$ cat src/rtl/sysreg_bank.sv
module sysreg_bank #(
  parameter logic [31:0] CPU_ID      = 32'h0000_8100,
  parameter logic [31:0] VERSION_ID  = 32'h0000_0004,
  parameter logic [31:0] STATUS_INIT = 32'h0000_8000,
  parameter logic [31:0] M_EXC_PC    = 32'hFFFF_FFFE,
  parameter logic [31:0] M_EXC_PSW   = 32'h000F_F3FF,
  parameter logic [31:0] M_DUP_PC    = 32'hFFFF_FFFE,
  parameter logic [31:0] M_DUP_PSW   = 32'h000F_F3FF,
  parameter logic [31:0] M_CAUSE     = 32'h0000_FFFF,
  parameter logic [31:0] M_STATUS    = 32'h000F_F3FF,
  parameter logic [31:0] M_TASK      = 32'h0000_01FF,
  parameter logic [31:0] M_CACHE     = 32'h0000_FFF3,
  parameter logic [31:0] M_TRAP      = 32'hFFFF_FFFE,
  parameter logic [31:0] M_SCRATCH   = 32'hFFFF_FFFF,
  parameter logic [31:0] M_AUX       = 32'h0000_0001
) (
  input  logic        clk,
  input  logic        rst,
  input  logic        wr_en,
  input  logic [4:0]  wr_idx,
  input  logic [31:0] wr_data,
  input  logic [4:0]  rd_idx,
  output logic [31:0] rd_data,
  output logic [31:0] exc_pc_o,
  output logic [31:0] exc_psw_o,
  output logic [31:0] dup_pc_o,
  output logic [31:0] dup_psw_o,
  output logic [31:0] cause_o,
  output logic [31:0] status_o,
  output logic [31:0] task_ctl_o,
  output logic [31:0] cache_ctl_o,
  output logic [31:0] trap_addr_o,
  output logic [31:0] scratch_o,
  output logic        aux_bit_o
);

  localparam int SLOTS = 32;
  localparam logic [4:0] IDX_STATUS = 5'd5;
  localparam logic [4:0] IDX_CPUID  = 5'd6;
  localparam logic [4:0] IDX_VER    = 5'd30;

  function automatic logic [31:0] slot_mask(input logic [4:0] i);
    case (i)
      5'd0:    slot_mask = M_EXC_PC;
      5'd1:    slot_mask = M_EXC_PSW;
      5'd2:    slot_mask = M_DUP_PC;
      5'd3:    slot_mask = M_DUP_PSW;
      5'd4:    slot_mask = M_CAUSE;
      5'd5:    slot_mask = M_STATUS;
      5'd7:    slot_mask = M_TASK;
      5'd24:   slot_mask = M_CACHE;
      5'd25:   slot_mask = M_TRAP;
      5'd29:   slot_mask = M_SCRATCH;
      5'd31:   slot_mask = M_AUX;
      default: slot_mask = 32'h0;
    endcase
  endfunction

  function automatic logic [31:0] slot_init(input logic [4:0] i);
    slot_init = (i == IDX_STATUS) ? (STATUS_INIT & M_STATUS) : 32'h0;
  endfunction

  logic [31:0] slot_q [SLOTS];

  always_ff @(posedge clk) begin
    if (rst) begin
      for (int i = 0; i < SLOTS; i++) slot_q[i] <= slot_init(5'(i));
    end else if (wr_en) begin
      slot_q[wr_idx] <= wr_data & slot_mask(wr_idx);
    end
  end

  assign rd_data = (rd_idx == IDX_CPUID) ? CPU_ID :
                   (rd_idx == IDX_VER)   ? VERSION_ID :
                   slot_q[rd_idx];

  assign exc_pc_o    = slot_q[0];
  assign exc_psw_o   = slot_q[1];
  assign dup_pc_o    = slot_q[2];
  assign dup_psw_o   = slot_q[3];
  assign cause_o     = slot_q[4];
  assign status_o    = slot_q[5];
  assign task_ctl_o  = slot_q[7];
  assign cache_ctl_o = slot_q[24];
  assign trap_addr_o = slot_q[25];
  assign scratch_o   = slot_q[29];
  assign aux_bit_o   = slot_q[31][0];

endmodule


$ cat config.mk
export PLATFORM = sky130hd
export DESIGN_NAME = sysreg_bank
export DESIGN_NICKNAME = d
export VERILOG_FILES = /design/src/rtl/sysreg_bank.sv
export SDC_FILE = /design/constraint.sdc
export NUM_CORES = 1
export LEC_CHECK = 0
export BUFFER_PORTS_ARGS = -buffer_cell sky130_fd_sc_hd__buf_2
export CAP_MARGIN = 25
export CORE_ASPECT_RATIO = 0.6
export CORE_MARGIN = 4
export CORE_UTILIZATION = 40
export CTS_CLUSTER_SIZE = 14
export DETAILED_ROUTE_END_ITERATION = 10
export SLEW_MARGIN = 20
export SYNTH_ARGS = -nofsm -noshare
export SYNTH_HDL_FRONTEND = slang
export SYNTH_SLANG_ARGS = --single-unit
$ cat constraint.sdc
create_clock -name clk -period 3.9 [get_ports clk]
set_input_delay 0.195 -clock clk [delete_from_list [all_inputs] [get_ports clk]]
set_output_delay 0.195 -clock clk [all_outputs]
set_load 0.005 [all_outputs]
==> flow_summary.toml, run 1 <==
[critical_path]
cp_max_fo = 36
endpoint = "rd_data[11]"
crit_required_ps = 3700
cp-end-kind = "output pin"
critPathLaunch = "rd_idx[0]"
critPathArrivalTime_ps = 2920
start_kind = "input pin"
path_class = "input pin to output pin"

[cts]
ctsHtreeMaxLevel = 3
ctsHoldBuffers = 16
cts.sinks = 1022
cts_setup_buffers = 0
cts_root_buf = "clkbuf_16"
cts_resized = 0
clk_pin_slew_ps = 60
cts_buffers = 98
cts_max_path_buffers = 3
cts_tree = "yes"

[pwr]
p_switching_uw = 5760
power.leakage_uw = 0.0194
swShare = 0.231
power.density_nw_per_um2 = 488
internal-power_uw = 19100
peakVddDrop_v = 0.000301
power_uw = 24900
seqPwrFrac = 0.537
power_frac_comb = 0.093
power_frac_clock = 0.370

[placed_design]
dp.final_hpwl_mm = 85.0
io_buffers = 397
place.gp.congestion = 0.830
place_ws_ps = 817

[grt]
grt_max_degree = 64
grt_usage = 0.235
grt_pass1_vias = 23500
antenna_found_initial = 11
grt_overflow = 0
grt_pass1_wl_mm = 175

[finish]
final_layout_size_suffix_gt1_frac = 0.274
final_common_cell = "edfxtp_1"
top_register = "slot_q"
area_growth_pct = 25.7
final_cell_mix = "edfxtp_1, conb_1, buf_2, mux4_2, nor2_1"
layout.nets = 3273
reg_top3 = "slot_q: 1022 flops"
utilization = 0.506
fillerInstances = 8290
largest_reg_flops = 1022

[detailed_routing]
wl_mm = 125
first_iter_violations = 2583
drc = 0
drtPass1Iterations = 6
vias_per_cell = 4.99
post_drt_wl_per_cell_um = 26.9
ant_nets = 0
vias = 23200

[job]
cap_violations = 0

[sta]
fmax_ghz = 0.321
hold_viol_final = 0
drv_slew = 0
finalHoldWorstSlack_ps = 49.4
maxSlewHeadroom = 0.275
setup_ws_ps = 781
rsz0062_at_grt = "false"
finalSetupViolations = 0
tightest_slew_ps = 1080
period_share = 0.800
finalSetupTns_ps = 0
fin_crit_ps = 3120

[yosys]
synth_seq_cells = 1022
ys_seq_area_frac = 0.757
yosysWarnings = 0
avgSynthCellArea_um2 = 20.9
synth_top_cell_by_area = "edfxtp_1"
ys.flop_type = "edfxtp_1"
synthArstFlopShare = 0
synth_edf_count = 1022
synthCells = 1940
synth.area.top_cells = "edfxtp_1, mux4_2, mux2i_1, nor2_1, o221ai_1"
synth_top_area_frac = 0.757
synth.distinct_cells = 47
netlist_area_um2 = 40500

[floorplanning]
fp-row-count = 90
dieHeight_um = 255
ios = 398
initial_utilization = 0.403
die_w_um = 419
fp.dieArea_um2 = 107000
fp.coreArea_um2 = 101000

[hold_path]
min_from = "wr_data[31]"
hold_class = "input pin to flop"

[status]
status = "complete, no violations"
-- worst min path at each step --
stage | to | slack (ps) | depth (start not counted)
final | slot_q[2][31] | 50 | 2
after global routing | slot_q[2][31] | 20 | 2
after CTS | slot_q[2][31] | 10 | 2
after detailed placement | slot_q[29][30] | 600 | 2
after global placement | slot_q[29][30] | 610 | 2
after floorplan | slot_q[29][20] | 390 | 1
-- Yosys cell counts (3+ instances only) --
master    number
nor2b_1        9
buf_4         14
edfxtp_1    1022
buf_2         42
clkbuf_1      55
mux2_2         4
o21ai_1       13
o221ai_1      30
a21o_1        10
and3_1        37
nand2_1       20
a21oi_1        9
o21ai_0        3
nor2_1       175
nand3_1        9
a211oi_1       3
buf_1          4
or3_1          5
o22a_1        29
buf_6          3
and2_1        14
nand2b_1      16
o21bai_1      11
mux2i_1      120
mux4_2       253
-- worst max-delay path, stage by stage --
cell,delay [ps]
buf_8,340
buf_12,280
buf_4,360
mux4_2,580
mux2i_1,310
o22a_1,230
o221ai_1,270
buf_2,240
-- power groups by stage --
| stage | logic (µW) | registers (µW) | clock network [µW] |
|---|---|---|---|
| after floorplan | 1240 | 13400 | 0 |
| after global placement | 2290 | 13500 | 0 |
| after detailed placement | 2300 | 13600 | 0 |
| after CTS | 2320 | 13300 | 9410 |
| after global routing | 2480 | 13400 | 9900 |
| final | 2310 | 13300 | 9210 |
-- metrics by stage --
step | cells | cell area [µm²]
global route | 4644 | 50900
global placement | 4442 | 47700
finish | 4646 | 50900
detailed placement | 4444 | 47700
CTS | 4640 | 50900
floorplan | 2742 | 43500
-- layer usage --
layer / share of wire / global-route usage / up-vias
li1: - / - / 9825
met1: 0.42 / 0.334 / 12100
met2: 0.48 / 0.374 / 1100
met3: 0.085 / 0.0507 / 167
met4: 0.024 / 0.0605 / 2
met5: 0.00010 / 0 / -
-- logic make-up (layout without fill, tap and decap cells) --
| group | Yosys count | in the layout | share of synthesized area |
|---|---|---|---|
| other | 1 | 807 | 0.0000925 |
| DFF | 1022 | 1022 | 0.757 |
| and+or+nand+nor | 299 | 299 | 0.0344 |
| AOI/OAI and AO/OA | 120 | 120 | 0.0226 |
| buffers and inverters | 121 | 687 | 0.0144 |
| muxes | 377 | 377 | 0.171 |
-- layout make-up --
class,instances,area [µm²],share of cell area
diodes,4,10.0,0.000197
clock buffers,126,2580,0.0506
clock inverters,54,463,0.00909
inverters,3,13.8,0.000270
multi-input cells,1599,12400,0.244
flip-flops and latches,1022,30700,0.603
well taps,1334,1670,0.0328
repair buffers,504,3060,0.0600
No activity file was read; power rests on OpenSTA's default activity.
==> inputs of run 2 (changes only) <==
Clock period 3.9 ns to 3.2 ns, I/O delays scaled along.
==> run 2 against run 1 <==
Sequential share of layout area down 0.44 points. Die area unchanged. Final area up 0.74%. Clock power up 25%. Worst hold slack better by 26 ps.
==> flow_summary.toml, run 2 (synthesis results as in run 1) <==
[status]
status = "complete, no violations"

[sta]
fmax_ghz = 0.332
period_share = 0.940
finalSetupTns_ps = 0
hold_viol_final = 0
finalSetupViolations = 0
rsz0062_at_grt = "false"
tightest_slew_ps = 1010
drv_slew = 0
finalHoldWorstSlack_ps = 75.3
maxSlewHeadroom = 0.324
fin_crit_ps = 3010

[floorplanning]
die_w_um = 419
fp.dieArea_um2 = 107000
fp.coreArea_um2 = 101000
dieHeight_um = 255
initial_utilization = 0.403
ios = 398
fp-row-count = 90

[detailed_routing]
vias = 23300
highest_layer = "met4"
first_iter_violations = 2390
drc = 0
vias_per_cell = 4.98
ant_nets = 0
wl_met3_mm = 10.2
drtPass1Iterations = 6
met1Wirelength_mm = 51.1
post_drt_wl_per_cell_um = 27.2
wl_mm = 127
wl_met2_mm = 61.5

[critical_path]
crit_chain = "mux4_2 > mux2i_1 > o22a_1 > o221ai_1 > buf_2"
cp-end-kind = "output pin"
critPathArrivalTime_ps = 2850
start_kind = "flop"
path_delay_family = "multiplexers"
path_class = "flop to output pin"
cp_max_fo = 2
cpPeakStageDelay_ps = 650
crit_slowest_cell = "mux2i_1"
crit_required_ps = 3040
critPathBufInv = 1

[grt]
grt_pass1_wl_mm = 177
grt_overflow = 0
grt_usage = 0.239
antenna_found_initial = 8
grt_pass1_vias = 23500
grt_max_degree = 48

[finish]
post-route-cell-area_um2 = 51300
top_register = "slot_q"
largest_reg_flops = 1022
layout.nets = 3294
final_common_cell = "edfxtp_1"
final_cell_mix = "edfxtp_1, conb_1, buf_2, mux4_2, nor2_1"
final_layout_size_suffix_gt1_frac = 0.282
multi_input_area_um2 = 12400
final_cells = 4678
area_growth_pct = 26.6
fillerInstances = 8303
seqCellArea_um2 = 30700
utilization = 0.510
reg_top3 = "slot_q: 1022 flops"

[cts]
cts.sinks = 1022
cts_max_path_buffers = 3
clk_pin_slew_ps = 60
ctsHtreeMaxLevel = 3
cts_root_buf = "clkbuf_16"
cts_buffers = 99
cts_resized = 0
cts_tree = "yes"

[pwr]
power.leakage_uw = 0.0196
peakVddDrop_v = 0.000413
power.density_nw_per_um2 = 598

[placed_design]
placed_area_um2 = 47900
dp.final_hpwl_mm = 88.0
io_buffers = 397
place.gp.congestion = 0.852
placed_cells = 4462

[hold_path]
hold_class = "input pin to flop"

[job]
cap_violations = 0
## run 2: path summary, 6_finish.rpt
| check | startpoint | to | slack [ps] | cells past startpoint |
|---|---|---|---|---|
| setup / recovery | slot_q[7][23] | rd_data[23] | 190 | 5 |
| hold / removal | wr_data[12] | slot_q[1][12] | 80 | 3 |
## run 2: repair_timing
item,4_1_cts,5_1_grt
hold endpoints to repair,76,1
setup buffers,0,0
hold buffers,18,1
## run 2: area by class of cell
cell class	instances	area share
Timing Repair Buffer	524	0.0646
Multi-Input combinational cell	1599	0.242
Clock buffer	122	0.0516
Sequential cell	1022	0.598
Inverter	3	0.000268
Antenna cell	12	0.000585
Tap cell	1334	0.0325
Clock inverter	62	0.00980
## run 2: where the power goes
group | switching (µW) | internal [µW]
registers | 382 | 15900
clock network | 5050 | 6450
logic | 1750 | 1200
total | 7190 | 23500
## run 2: stage by stage
step                      worst slack [ps]  power, µW
after floorplan                        334      17900
after global placement                 371      19400
after detailed placement               387      19500
after CTS                              126      30900
after global routing                   179      31700
final                                  191      30700
## run 2: worst min-delay path, stage by stage
cell and delay (ps):
buf_2 90, o21ai_1 240, nor2_1 150
## run 2: routing by layer
layer | GRT usage | vias to the layer above
li1 | - | 9897
met1 | 0.322 | 12200
met2 | 0.391 | 1035
met3 | 0.0487 | 162
met4 | 0.0808 | 0
met5 | 0 | -
